--- src/rtl/msi_tag_pkg.sv ---
package msi_tag_pkg;

  localparam int unsigned DATA_W = 32;
  localparam int unsigned STRB_W = DATA_W / 8;
  localparam int unsigned WORD_SHIFT = $clog2(STRB_W);

  typedef enum logic [1:0] {
    RSP_OK     = 2'b00,
    RSP_RANGE  = 2'b01,
    RSP_FORMAT = 2'b10,
    RSP_IDWIDE = 2'b11
  } rsp_code_e;

  // Window membership: base <= addr < base + span
  function automatic logic win_hit(input logic [63:0] addr,
                                   input logic [63:0] base,
                                   input logic [63:0] span);
    logic [63:0] off;
    off = addr - base;
    return (addr >= base) && (off < span);
  endfunction

  // Word slot index inside the window
  function automatic logic [63:0] slot_index(input logic [63:0] addr,
                                             input logic [63:0] base);
    return (addr - base) >> WORD_SHIFT;
  endfunction

  // Does an index fit in id_w bits
  function automatic logic id_fits(input logic [63:0] idx,
                                   input int unsigned id_w);
    return (idx >> id_w) == 64'd0;
  endfunction

  function automatic logic word_aligned(input logic [63:0] addr);
    return addr[WORD_SHIFT-1:0] == '0;
  endfunction

  function automatic logic full_strobe(input logic [STRB_W-1:0] strb);
    return &strb;
  endfunction

endpackage

--- src/rtl/msi_win_decode.sv ---
module msi_win_decode
  import msi_tag_pkg::*;
#(
  parameter int unsigned ADDR_W   = 32,
  parameter logic [63:0] WIN_BASE = 64'h0000_0000_00C0_0000,
  parameter logic [63:0] WIN_SPAN = 64'h0000_0000_0100_0000,
  parameter int unsigned ID_W     = 22
) (
  input  logic [ADDR_W-1:0] addr,
  input  logic [STRB_W-1:0] strb,
  output rsp_code_e         code,
  output logic [ID_W-1:0]   devid
);

  logic [63:0] addr_w;
  logic [63:0] idx;
  logic        hit;
  logic        fmt_ok;
  logic        wide_ok;

  assign addr_w  = 64'(addr);
  assign hit     = win_hit(addr_w, WIN_BASE, WIN_SPAN);
  assign fmt_ok  = word_aligned(addr_w) && full_strobe(strb);
  assign idx     = slot_index(addr_w, WIN_BASE);
  assign wide_ok = id_fits(idx, ID_W);
  assign devid   = idx[ID_W-1:0];

  // Priority: window, then format, then identifier width
  always_comb begin
    if (!hit)          code = RSP_RANGE;
    else if (!fmt_ok)  code = RSP_FORMAT;
    else if (!wide_ok) code = RSP_IDWIDE;
    else               code = RSP_OK;
  end

endmodule

--- src/rtl/msi_fwd_slot.sv ---
module msi_fwd_slot
  import msi_tag_pkg::*;
#(
  parameter int unsigned ID_W = 22
) (
  input  logic              clk,
  input  logic              rst_n,
  input  logic              load,
  input  logic [DATA_W-1:0] load_data,
  input  logic [ID_W-1:0]   load_id,
  input  logic              take,
  output logic              can_take,
  output logic              drain,
  output logic              valid,
  output logic [DATA_W-1:0] data,
  output logic [ID_W-1:0]   id
);

  assign drain    = valid && take;
  assign can_take = !valid || take;

  always_ff @(posedge clk) begin
    if (!rst_n) begin
      valid <= 1'b0;
      data  <= '0;
      id    <= '0;
    end else if (load) begin
      valid <= 1'b1;
      data  <= load_data;
      id    <= load_id;
    end else if (drain) begin
      valid <= 1'b0;
    end
  end

endmodule

--- src/rtl/msi_resp_unit.sv ---
module msi_resp_unit
  import msi_tag_pkg::*;
(
  input  logic      clk,
  input  logic      rst_n,
  input  logic      accept,
  input  rsp_code_e code_in,
  output logic      rsp_valid,
  output logic [1:0] rsp_code
);

  always_ff @(posedge clk) begin
    if (!rst_n) begin
      rsp_valid <= 1'b0;
      rsp_code  <= RSP_OK;
    end else begin
      rsp_valid <= accept;
      rsp_code  <= accept ? code_in : RSP_OK;
    end
  end

endmodule

--- src/rtl/msi_tag_bridge.sv ---
module msi_tag_bridge
  import msi_tag_pkg::*;
#(
  parameter int unsigned ADDR_W   = 32,
  parameter logic [63:0] WIN_BASE = 64'h0000_0000_00C0_0000,
  parameter logic [63:0] WIN_SPAN = 64'h0000_0000_0100_0000,
  parameter logic [63:0] DOORBELL = 64'h0000_0000_0083_0040,
  parameter int unsigned ID_W     = 22
) (
  input  logic              clk,
  input  logic              rst_n,
  input  logic              in_valid,
  output logic              in_ready,
  input  logic [ADDR_W-1:0] in_addr,
  input  logic [31:0]       in_data,
  input  logic [3:0]        in_strb,
  output logic              out_valid,
  input  logic              out_ready,
  output logic [ADDR_W-1:0] out_addr,
  output logic [31:0]       out_data,
  output logic [ID_W-1:0]   out_devid,
  output logic              rsp_valid,
  output logic [1:0]        rsp_code
);

  // Named internal events, used by the bound checker
  rsp_code_e         dec_code;
  logic [ID_W-1:0]   dec_id;
  logic              accept;
  logic              fwd_load;
  logic              fwd_drain;

  msi_win_decode #(
    .ADDR_W  (ADDR_W),
    .WIN_BASE(WIN_BASE),
    .WIN_SPAN(WIN_SPAN),
    .ID_W    (ID_W)
  ) u_dec (
    .addr (in_addr),
    .strb (in_strb),
    .code (dec_code),
    .devid(dec_id)
  );

  assign accept   = in_valid && in_ready;
  assign fwd_load = accept && (dec_code == RSP_OK);

  msi_fwd_slot #(
    .ID_W(ID_W)
  ) u_slot (
    .clk      (clk),
    .rst_n    (rst_n),
    .load     (fwd_load),
    .load_data(in_data),
    .load_id  (dec_id),
    .take     (out_ready),
    .can_take (in_ready),
    .drain    (fwd_drain),
    .valid    (out_valid),
    .data     (out_data),
    .id       (out_devid)
  );

  msi_resp_unit u_rsp (
    .clk      (clk),
    .rst_n    (rst_n),
    .accept   (accept),
    .code_in  (dec_code),
    .rsp_valid(rsp_valid),
    .rsp_code (rsp_code)
  );

  assign out_addr = ADDR_W'(DOORBELL);

endmodule

--- config.mk ---
export PLATFORM = sky130hd
export DESIGN_NAME = msi_tag_bridge
export DESIGN_NICKNAME = d
export VERILOG_FILES = /design/src/rtl/msi_tag_pkg.sv /design/src/rtl/msi_win_decode.sv /design/src/rtl/msi_fwd_slot.sv /design/src/rtl/msi_resp_unit.sv /design/src/rtl/msi_tag_bridge.sv
export SDC_FILE = /design/constraint.sdc
export NUM_CORES = 1
export LEC_CHECK = 0
export BUFFER_PORTS_ARGS = -buffer_cell sky130_fd_sc_hd__buf_2
export CORE_UTILIZATION = 43
export DETAILED_ROUTE_END_ITERATION = 16
export GPL_TIMING_DRIVEN = 1
export PLACE_DENSITY = 0.8
export SKIP_CTS_REPAIR_TIMING = 1
export SYNTH_ARGS = -nofsm -noshare
export SYNTH_HDL_FRONTEND = slang
export SYNTH_SLANG_ARGS = --single-unit
--- constraint.sdc ---
create_clock -name clk -period 1.7 [get_ports clk]
set_input_delay 0.085 -clock clk [delete_from_list [all_inputs] [get_ports clk]]
set_output_delay 0.085 -clock clk [all_outputs]
set_load 0.01 [all_outputs]
==> results_dict.tcl, run 1 <==
set metrics [dict create \
    drcViolationCount 0 \
    cp_num_buf_inv 1 \
    place.gp.congestion 0.730 \
    crit_fanout 30 \
    yosys.area_share.simple 0.185 \
    cp_data_required_time_ns 1.94 \
    nets 495 \
    area_delta_synth_final_pct 25.9 \
    setup_viol 0 \
    hold_viol_final 0 \
    post-route-min-period_ns 1.44 \
    fin_crit_sh 0.850 \
    max-vdd-ir-drop_v 0.000451 \
    synth_mux_area_frac 0.199 \
    yosys.area.top_type "dfxtp_1" \
    pwr-share-clk 0.401 \
    fin_skew_ns 0.00656 \
    cts_made_buffers 9 \
    routed_wl_microns 5310 \
    ys_ff_latch 58 \
    die_w_microns 81.4 \
    grt_max_degree 48 \
    cp_top_family "simple AND/OR/NAND/NOR gates" \
    fill_cells 553 \
    synth_xor_area_frac 0.00923 \
    drive_above_1_share 0.356 \
    postSynth.asyncResetShare 0 \
    vias 2203 \
    cts_root_buf "clkbuf_8" \
    grt_pass1_wl_microns 7820 \
    p_per_area_mw_per_mm2 775 \
    netlist.area_leader.share 0.428 \
    worst-setup-path-type "reg2reg" \
    cts_tree "built" \
    avgSynthCellArea_sq_um 9.28 \
    top_usage_layer "met2" \
    use_met2 0.272 \
    status "finished clean" \
    power_frac_seq 0.515 \
    place_area_sq_mm 0.00320 \
    fmax_mhz 692 \
    rows 28 \
    hold_slack_ns 0.00436 \
    power.switching_uw 622 \
    critPathCaptureType "flip-flop" \
    grt_use_total 0.156 \
    post-synth-top-count-cell "nand2_1" \
    tns_ns 0 \
    ys.flop_type "dfxtp_1" \
    yosysSeqAreaShare 0.428 \
    core_sq_mm 0.00599 \
    cp_cell_sequence "nand2b_2 -> nand4_1 -> nor3_4 -> buf_12 -> mux2i_1" \
    antenna_found_initial 0 \
    min_path_type "in2reg" \
    grt_pass1_vias 1908 \
    cts_buffer_depth 2 \
    synth-edff-count 0 \
    die_h_microns 81.4 \
    synthAdderAreaFrac 0.00462 \
    use_met1 0.168 \
    sw_frac_of_total 0.235 \
    ioPinCount 163 \
    ys_types 26 \
    slowest_stage "dfxtp_1" \
    hpwl_microns 3950 \
    grt_overflow_total 0 \
    power.leakage_uw 0.00164 \
    start_util 0.452 \
    maxCapViolations 0 \
    worstSkewPairLatency_ns 0.32 \
    port_buffers 130 \
    comb_power_share 0.083 \
    wire_per_inst_microns 10.6 \
    synth_top_family_by_area "multiplexers" \
    multiInputGateArea_sq_mm 0.00122 \
    h-tree-depth 3 \
    die_area_sq_mm 0.00662 \
    cts_sinks 58 \
    slew_viol_final 0 \
    synth-compound-area-share 0.00462 \
    rsz0062_at_grt "no" \
    grt_util_met3 0.0449 \
    crit_arrival_ns 1.69 \
    ff_latch_area_sq_mm 0.00116 \
    synth_common_cells "nand2_1 (108), dfxtp_1 (58), mux2i_1 (54)" \
    final_area_sq_mm 0.00341 \
    synthCells 292 \
    drt_iter0_drc 68 \
    yosysWarnings 0 \
    drt_first_pass_iters 4 \
    synth_area_sq_mm 0.00271 \
    start_kind "flip-flop" \
    cpPeakStageDelay_ns 0.32 \
    p_int_uw 2020 \
    antenna_left 0 \
    clkTransAtPathRegs_ns 0.06 \
    vias_per_cell 4.39 \
    num_antenna_cells 0 \
    synthTopCellsByArea "dfxtp_1 (43%), mux2i_1 (20%), nand2_1 (15%), buf_4 (9.4%), buf_12 (3.7%)" \
]
power groups by stage:
| stage | Sequential, uW | Clock, uW | Combinational, uW |
|---|---|---|---|
| after floorplan | 1390 | 0 | 170 |
| after global placement | 1390 | 0 | 208 |
| after detailed placement | 1390 | 0 | 211 |
| after CTS | 1360 | 1100 | 212 |
| after global routing | 1360 | 1170 | 249 |
| final | 1360 | 1060 | 220 |
layout make-up:
class                      count  area share
timing repair buffer         139       0.226
multi-input combinational    213       0.357
sequential                    58       0.340
clock inverter                 3     0.00440
tap                           75      0.0275
clock buffer                  13      0.0437
inverter                       1     0.00110
flip-flops by register name (all words and copies together) (netlist names):
| name | count |
|---|---|
| u_slot.data | 32 |
| u_slot.id | 22 |
| u_rsp.rsp_code | 2 |
| u_rsp.rsp_valid | 1 |
| u_slot.valid | 1 |
worst reg2reg max path: stages, from the launching register on:
cell	delay (ns)
dfxtp_1	0.32
nand2b_2	0.10
nand4_1	0.18
nor3_4	0.26
buf_12	0.26
mux2i_1	0.25
cell usage in the layout, fill, tap and decap left out, drive strengths merged:
| cell type | count |
|---|---|
| buf | 134 |
| nand2 | 108 |
| dfxtp | 58 |
| mux2i | 54 |
| conb | 32 |
| clkbuf | 13 |
| dlygate4sd3 | 5 |
| nor2 | 4 |
| clkinv | 3 |
| nand2b | 2 |
| xor2 | 2 |
| nand3 | 2 |
| nor4 | 1 |
| a21oi | 1 |
| and4 | 1 |
| nand4 | 1 |
| nor3 | 1 |
| inv | 1 |
| and3 | 1 |
| o31ai | 1 |
| and2 | 1 |
| ha | 1 |
per-stage QoR:
stage | utilization | total power, uW | instances | setup WS, ns
2_1_floorplan | - | 1560 | 322 | 0.392
3_3_place_gp | 0.534 | 1600 | 481 | 0.159
3_5_place_dp | 0.534 | 1600 | 481 | 0.103
4_1_cts | 0.561 | 2670 | 497 | 0.231
5_1_grt | 0.569 | 2780 | 502 | 0.196
6_report | 0.569 | 2640 | 502 | 0.256
path summary, 6_finish.rpt:
check / end / cells after the start / slack [ns] / from
setup / recovery: u_slot.id[12] / 5 / 0.26 / u_slot.valid
hold / removal: u_slot.data[26] / 3 / 0.004 / in_data[26]
setup reg to reg: u_slot.id[12] / 5 / 0.26 / u_slot.valid
hold reg to reg: u_slot.data[28] / 2 / 0.45 / u_slot.data[28]
per-layer routing:
metal  routed length (microns)  part of all wire
met2                      2590              0.49
met5                         0                 0
met3                       363             0.068
met4                        90             0.017
met1                      2260              0.43
cells by family after synthesis:
group           count (synthesis)
buf+inv                        51
flops                          58
simple gates                  122
compound gates                  2
fa+ha+maj                       1
xor+xnor                        2
other cells                     2
mux                            54
No activity file was read; power rests on OpenSTA's default activity.
==> inputs of run 2 (changes only) <==
ABC_AREA = 1   (was unset)
clock period = 1.39 ns   (was 1.7 ns; I/O delays follow)
==> run 2 against run 1 <==
  * Maximum frequency rose by 11%
  * Register-to-register slack lost 0.17 ns
  * Wire length up 39%
  * The flow now finishes with violations (negative hold slack)
  * Critical path depth grew 3
  * Design area grew 19%
  * Via count up 27%
  * Combinational power is 41% higher
  * Clock skew barely moved
==> results_dict.tcl, run 2 <==
set metrics [dict create \
    status "finished, violations left" \
    violations "negative hold slack" \
    yosysSeqAreaShare 0.426 \
    h-tree-depth 3 \
    grt_use_total 0.171 \
    die_area_sq_mm 0.00666 \
    final_cells 669 \
    nets 665 \
    synthTopCellsByArea "dfxtp_1 (43%), nand2_1 (16%), nor2_1 (15%), buf_4 (8.8%), inv_1 (8.1%)" \
    drcViolationCount 0 \
    ys_ff_latch 58 \
    comb_power_share 0.094 \
    wire_per_inst_microns 11.0 \
    mostFrequentLayoutCell "buf_2" \
    start_util 0.452 \
    power.leakage_uw 0.00244 \
    top_regs "u_slot.data (32), u_slot.id (22), u_rsp.rsp_code (2)" \
    fin_crit_sh 0.936 \
    cts_root_buf "clkbuf_8" \
    drive_above_1_share 0.293 \
    hpwl_microns 4200 \
    p_int_uw 2550 \
    synth-edff-count 0 \
    cts_sinks 58 \
    placed_cells 605 \
    tns_ns 0 \
    setup_viol 0 \
    worst-setup-path-type "reg2reg" \
    post-synth-top-count-cell "nand2_1" \
    yosysWarnings 0 \
    avgSynthCellArea_sq_um 6.56 \
    multiInputGateArea_sq_mm 0.00114 \
    grt_overflow_total 0 \
    grt_pass1_wl_microns 8640 \
    post-route-min-period_ns 1.30 \
    cpPeakStageDelay_ns 0.31 \
    ioPinCount 163 \
    final_cell_mix "buf_2 (130), nand2_1 (117), nor2_1 (105)" \
    startpoint "u_slot.valid" \
    slew_viol_final 0 \
    rows 28 \
    critPathCaptureType "flip-flop" \
    synth_common_cells "nand2_1 (118), nor2_1 (106), inv_1 (59)" \
    crit_arrival_ns 1.56 \
    ys.flop_type "dfxtp_1" \
    synthCells 415 \
    worstSkewPairLatency_ns 0.32 \
    regMostFlops "u_slot.data" \
    port_buffers 130 \
    postSynth.asyncResetShare 0 \
    drt_iter0_drc 85 \
    p_per_area_mw_per_mm2 808 \
    die_w_microns 81.6 \
    grt_util_met3 0.0533 \
    die_h_microns 81.6 \
    cts_tree "built" \
    min_from "in_data[0]" \
    cp_data_required_time_ns 1.65 \
    antenna_left 0 \
    top_usage_layer "met2" \
    clkTransAtPathRegs_ns 0.06 \
    netlist.area_leader.share 0.426 \
    hold_slack_ns -0.0286 \
    grt_pass1_vias 2158 \
    yosys.area.top_type "dfxtp_1" \
    area_delta_synth_final_pct 49.6 \
    vias_per_cell 4.19 \
    use_met1 0.183 \
    fmax_mhz 769 \
    reg2regPathDepth 8 \
    start_kind "flip-flop" \
    pwr-share-clk 0.400 \
    use_met2 0.303 \
    maxCapViolations 0 \
    rr_startpoint "u_slot.valid" \
    ys_types 19 \
    core_sq_mm 0.00603 \
    grt_max_degree 59 \
    place.gp.congestion 0.734 \
    cp_cell_sequence "nand2_2 -> nand2_2 -> nor2_4 -> nand3_4 -> clkbuf_16 -> nand2_1 -> nand2_1 -> nor2_1" \
    drt_first_pass_iters 4 \
    fin_skew_ns 0.00611 \
    antenna_found_initial 0 \
    synth_area_sq_mm 0.00272 \
    cts_buffer_depth 2 \
    ff_latch_area_sq_mm 0.00116 \
    power_frac_seq 0.506 \
    hold_viol_final 8 \
    power.switching_uw 746 \
    cts_made_buffers 9 \
    num_antenna_cells 0 \
    holdPathStages 3 \
    routed_wl_microns 7360 \
    fill_cells 517 \
    largest_reg_flops 32 \
    crit_fanout 7 \
    vias 2802 \
    sw_frac_of_total 0.226 \
    max-vdd-ir-drop_v 0.000561 \
    min_path_type "in2reg" \
    slowest_stage "dfxtp_1" \
]
==> run 2: kinds of logic (layout without fill, tap and decap cells) <==
| kind of cell | after synthesis | after routing | share of synthesized area |
|---|---|---|---|
| and+or+nand+nor | 241 | 242 | 0.351 |
| AOI/OAI and AO/OA | 2 | 2 | 0.00597 |
| adders and majority gates | 1 | 1 | 0.00459 |
| buffers and inverters | 111 | 259 | 0.209 |
| DFF | 58 | 58 | 0.426 |
| other | 2 | 32 | 0.00276 |
==> run 2: path summary, 6_finish.rpt <==
| kind | end | slack [ns] |
|---|---|---|
| min | u_slot.data[0] | -0.03 |
| min reg2reg | u_slot.data[14] | 0.51 |
| max reg2reg | u_slot.id[16] | 0.09 |
| max | u_slot.id[16] | 0.09 |
==> run 2: metal layers <==
layer,vias to the layer above,part of all wire
li1,1472,-
met1,1193,0.41
met2,120,0.51
met3,17,0.063
met4,0,0.019
met5,-,0
==> run 2: power by group through the flow <==
| stage | registers (uW) | logic, uW | clock network [uW] |
|---|---|---|---|
| after floorplan | 1700 | 153 | 0 |
| after global placement | 1700 | 208 | 0 |
| after detailed placement | 1700 | 208 | 0 |
| after CTS | 1670 | 209 | 1350 |
| after global routing | 1670 | 340 | 1430 |
| final | 1670 | 311 | 1320 |
==> run 2: worst max-delay path: cells and delay by family, from the launching register on <==
family | cells | cell delay, ns
buffers and inverters | 1 | 0.22
flip-flops | 1 | 0.31
AND/OR/NAND/NOR | 7 | 0.69
==> run 2: area by class of cell <==
type | count | area share
clock buffers | 13 | 0.0390
inverters | 61 | 0.0562
multi-input cells | 277 | 0.280
flip-flops and latches | 58 | 0.285
well taps | 75 | 0.0230
repair buffers | 185 | 0.317
==> run 2: stage by stage <==
stage / area (sq um) / hold WS [ns] / setup WS, ns / utilization / power, uW
floorplan: 2840 / 0.198 / 0.0540 / - / 1860
global placement: 3310 / 0.290 / 0.0724 / 0.549 / 1910
detailed placement: 3310 / 0.298 / 0.0204 / 0.549 / 1910
CTS: 3470 / -0.0470 / 0.0378 / 0.576 / 3230
global route: 4080 / 0.0000115 / -0.00720 / 0.676 / 3440
finish: 4080 / -0.0286 / 0.0888 / 0.676 / 3290
